### src/rtl/spi_shadow_regs.sv
module spi_shadow_regs #(
  parameter int          NREG     = 4,
  parameter logic [12:0] BASE     = 13'h010,
  parameter logic [12:0] UPD_ADDR = 13'h232,
  parameter logic [12:0] CFG_ADDR = 13'h000
) (
  input  logic            clk,
  input  logic            rst_n,
  input  logic            sclk,
  input  logic            cs_n,
  input  logic            sdi,
  output logic            sdo,
  output logic [NREG*8-1:0] act_q
);
  logic s0, s1, csq, dq;
  logic lsb_cur, cfg_lsb, hdr_done, done, rw, stream;
  logic [1:0]  left;
  logic [12:0] addr;
  logic [3:0]  cnt;
  logic [15:0] sh;
  logic [7:0]  tx, rdv;
  logic [7:0]  bufr [NREG];
  logic [7:0]  act  [NREG];

  wire rise = s0 & ~s1 & ~csq;
  wire fall = ~s0 & s1 & ~csq;
  wire [15:0] nxt   = lsb_cur ? {dq, sh[15:1]} : {sh[14:0], dq};
  wire [7:0]  wbyte = lsb_cur ? nxt[15:8] : nxt[7:0];

  for (genvar g = 0; g < NREG; g++) begin : g_out
    assign act_q[g*8 +: 8] = act[g];
  end

  always_comb begin
    rdv = 8'h00;
    if (addr == CFG_ADDR) rdv = {7'b0, cfg_lsb};
    for (int i = 0; i < NREG; i++)
      if (addr == BASE + 13'(i)) rdv = act[i];
  end

  always_ff @(posedge clk or negedge rst_n) begin
    if (!rst_n) begin
      s0 <= 1'b0; s1 <= 1'b0; csq <= 1'b1; dq <= 1'b0;
      lsb_cur <= 1'b0; cfg_lsb <= 1'b0; hdr_done <= 1'b0; done <= 1'b0;
      rw <= 1'b0; stream <= 1'b0; left <= '0; addr <= '0; cnt <= '0;
      sh <= '0; tx <= '0; sdo <= 1'b0;
      for (int i = 0; i < NREG; i++) begin
        bufr[i] <= 8'h00;
        act[i]  <= 8'h00;
      end
    end else begin
      s0 <= sclk; s1 <= s0; csq <= cs_n; dq <= sdi;
      if (csq) begin
        hdr_done <= 1'b0; done <= 1'b0; cnt <= '0; sh <= '0;
        sdo <= 1'b0; lsb_cur <= cfg_lsb;
      end else begin
        if (rise && !done) begin
          sh  <= nxt;
          cnt <= cnt + 4'd1;
          if (!hdr_done) begin
            if (cnt == 4'd15) begin
              hdr_done <= 1'b1;
              rw       <= nxt[15];
              stream   <= &nxt[14:13];
              left     <= nxt[14:13];
              addr     <= nxt[12:0];
            end
          end else if (cnt[2:0] == 3'd7) begin
            cnt <= '0;
            if (!rw) begin
              if (addr == CFG_ADDR) cfg_lsb <= wbyte[0];
              else if (addr == UPD_ADDR) begin
                if (wbyte[0])
                  for (int i = 0; i < NREG; i++) act[i] <= bufr[i];
              end else begin
                for (int i = 0; i < NREG; i++)
                  if (addr == BASE + 13'(i)) bufr[i] <= wbyte;
              end
            end
            addr <= lsb_cur ? addr + 13'd1 : addr - 13'd1;
            if (!stream) begin
              if (left == 2'd0) done <= 1'b1;
              else left <= left - 2'd1;
            end
          end
        end
        if (fall && hdr_done && rw && !done) begin
          if (cnt[2:0] == 3'd0) begin
            sdo <= lsb_cur ? rdv[0] : rdv[7];
            tx  <= lsb_cur ? {1'b0, rdv[7:1]} : {rdv[6:0], 1'b0};
          end else begin
            sdo <= lsb_cur ? tx[0] : tx[7];
            tx  <= lsb_cur ? {1'b0, tx[7:1]} : {tx[6:0], 1'b0};
          end
        end
      end
    end
  end
endmodule


### config.mk
export PLATFORM = sky130hd
export DESIGN_NAME = spi_shadow_regs
export DESIGN_NICKNAME = d
export VERILOG_FILES = /design/src/rtl/spi_shadow_regs.sv
export SDC_FILE = /design/constraint.sdc
export NUM_CORES = 1
export LEC_CHECK = 0
export ABC_AREA = 1
export BUFFER_PORTS_ARGS = -buffer_cell sky130_fd_sc_hd__buf_2
export CORE_ASPECT_RATIO = 0.9
export CORE_UTILIZATION = 30
export CTS_CLUSTER_SIZE = 12
export DETAILED_ROUTE_END_ITERATION = 8
export GPL_ROUTABILITY_DRIVEN = 1
export PLACE_DENSITY_LB_ADDON = 0.05
export SYNTH_ARGS = -nofsm -noshare
export SYNTH_HDL_FRONTEND = slang
export SYNTH_SLANG_ARGS = --single-unit
### constraint.sdc
create_clock -name clk -period 4.9 [get_ports clk]
set_input_delay 0.49 -clock clk [delete_from_list [all_inputs] [get_ports clk]]
set_output_delay 0.49 -clock clk [all_outputs]
set_load 0.02 [all_outputs]
==> impl_metrics.tcl <==
set metrics [dict create \
    cts_hold_buf 0 \
    wl_per_cell_um 17.2 \
    initial_core_util 0.310 \
    nets 852 \
    drt-total-wl_um 18900 \
    grt_pass1_wl_um 30600 \
    overflow 0 \
    antenna_found_initial 0 \
    hold_viol 0 \
    status "complete, no violations" \
    seqCellArea_um2 2950 \
    ys_ff_latch 118 \
    end_kind "flip-flop" \
    layout_common_cells "nand2_1 (206), dfrtp_1 (117), inv_1 (94), o21ai_0 (80), nand3_1 (59)" \
    rows 49 \
    core_area_um2 20200 \
    drive_gt1_frac 0.110 \
    via_per_inst 4.97 \
    fin_skew_ns 0.0151 \
    multi_input_area_um2 2780 \
    grt_pass1_vias 5328 \
    gp_congestion 0.928 \
    hold_slack_ns 0.166 \
    clockRootBuffer "clkbuf_16" \
    synth_nets 823 \
    crit_family "buffers and inverters" \
    post-route-util 0.356 \
    p_leak_nw 3.36 \
    mostFrequentLayoutCell "nand2_1" \
    drc 0 \
    netlist_instances 802 \
    cts_setup_buffers 0 \
    crit_fanout 54 \
    ys.warnings.count 0 \
    drv_cap 0 \
    drt_first_pass_iters 5 \
    rsz0062_at_grt "false" \
    htree_levels 4 \
    io_pins 38 \
    fmax_ghz 0.307 \
    synth_area_um2 6260 \
    crit_path_start_kind "flip-flop" \
    layout.cells.non_filler 1099 \
    vias 5459 \
    dpl.hpwl_um 13600 \
    cts_buffer_depth 2 \
    slowest_stage "inv_1" \
    placed_cells 1067 \
    clock-sinks 118 \
    crit_top_cell "nand2_1" \
    avgSynthCellArea_um2 7.81 \
    path_cells "buf_4, inv_1, ha_1, nand2_1, nor3_1, nor2_1, o21ai_0, nand2_1, nand3_1, nand3_1, nand2_1, nand2_1" \
    drt_iter0_drc 442 \
    area_growth_pct 15.0 \
    fin_crit_ns 3.25 \
    fill_cells 2169 \
    cts.reportedPaths.clkPinSlew_ns 0.06 \
    seq_area_frac_synth 0.472 \
    slew_viol_final 0 \
    peakVddDrop_mv 0.157 \
    insertion_delay_ns 0.42 \
    slew_headroom 0.192 \
    worstHoldPathType "input port to flip-flop" \
    arrival_ns 3.56 \
    worstMarginPinSlew_ns 1.20 \
    p_total_mw 2.23 \
    grt_max_degree 71 \
    die_w_um 154 \
    cts.repair.resized 0 \
    numCtsBuffers 17 \
    critical_path_buf_inv_count 2 \
    synth_edf_count 0 \
    setup_violations 0 \
    synth_top_flop_cell "dfrtp_1" \
    grt_usage 0.188 \
    tns_ns 0 \
    crit_path_max_incr_delay_ns 0.63 \
    ant_nets 0 \
    min_period_over_period 0.664 \
    antenna_cells 0 \
    die_area_um2 21500 \
    synth.distinct_cells 39 \
    cts_tree "built" \
    crit_required_ns 5.20 \
    worstSetupPathType "flip-flop to flip-flop" \
    synthArstFlopShare 1.00 \
    die_y_um 139 \
    powerDensity_nw_per_um2 309 \
    port_buffers 37 \
]
[metal layers]
metal,GRT usage,routed length [µm],up-vias,part of all wire
li1,-,-,2701,-
met1,0.285,9930,2585,0.53
met2,0.255,7690,148,0.41
met3,0.0394,805,25,0.043
met4,0.0745,439,0,0.023
met5,0,0,-,0
[metrics by stage]
stage	setup WS, ns	cell area (µm²)
6_report	1.65	7200
5_1_grt	1.31	7200
4_1_cts	1.71	7200
3_5_place_dp	1.72	6640
3_3_place_gp	1.80	6640
2_1_floorplan	2.34	6260
[path summary, 6_finish.rpt]
kind	cells after the start	from	to	slack (ns)
setup / recovery	12	lsb_cur$_DFFE_PN0P_	addr[9]$_DFFE_PN0P_	1.65
hold reg to reg	0	s0$_DFF_PN0_	s1$_DFF_PN0_	0.38
max in group asynchronous	2	rst_n	addr[0]$_DFFE_PN0P_	3.50
hold / removal	1	cs_n	csq$_DFF_PN1_	0.17
min in group asynchronous	1	rst_n	bufr[30]$_DFFE_PN0P_	0.19
setup reg to reg	12	lsb_cur$_DFFE_PN0P_	addr[9]$_DFFE_PN0P_	1.65
[layout make-up]
class | instances | share of cell area
Clock buffer | 18 | 0.0596
Clock inverter | 14 | 0.0177
Inverter | 99 | 0.0516
Multi-Input combinational cell | 554 | 0.386
Sequential cell | 118 | 0.410
Tap cell | 255 | 0.0443
Timing Repair Buffer | 41 | 0.0302
[kinds of logic (layout without fill, tap and decap cells)]
group                    Yosys count  in the layout  synth area share
AND/OR/NAND/NOR                  348            348             0.244
AO/OA/AOI/OAI                    182            182             0.155
buffers and inverters            130            172            0.0847
flip-flops                       118            118             0.472
adder cells (fa/ha/maj)           16             16            0.0332
XOR/XNOR                           8              8            0.0112
[Yosys cell counts, types with 12 or more instances]
cell type | n | area, µm²
nor2_1 | 47 | 176
nand4_1 | 13 | 81.3
inv_1 | 94 | 353
dfrtp_1 | 117 | 2930
a21oi_1 | 33 | 165
nand2_1 | 206 | 773
o21ai_0 | 80 | 400
nand3_1 | 59 | 295
o21ai_1 | 39 | 195
ha_1 | 15 | 188
o22ai_1 | 12 | 75.1
clkbuf_1 | 15 | 56.3
[state kept, by name, indices dropped and copies added (netlist names)]
register  flops
sdo           1
hdr_done      1
csq           1
stream        1
s1            1
sh           16
tx            8
done          1
lsb_cur       1
left          2
s0            1
addr         13
act_q        32
bufr         32
cnt           4
dq            1
cfg_lsb       1
rw            1
[where the power goes]
part	switching [mW]	internal [mW]
combinational	0.0411	0.00703
sequential	0.00276	0.978
clock	0.496	0.701
total	0.540	1.69
[worst register-to-register path: stages (launching register included)]
cell	delay [ns]
dfrtp_1	0.32
buf_4	0.43
inv_1	0.63
ha_1	0.63
nand2_1	0.10
nor3_1	0.21
nor2_1	0.10
o21ai_0	0.30
nand2_1	0.13
nand3_1	0.09
nand3_1	0.09
nand2_1	0.09
nand2_1	0.04
Power figures use the tool's default switching activity.
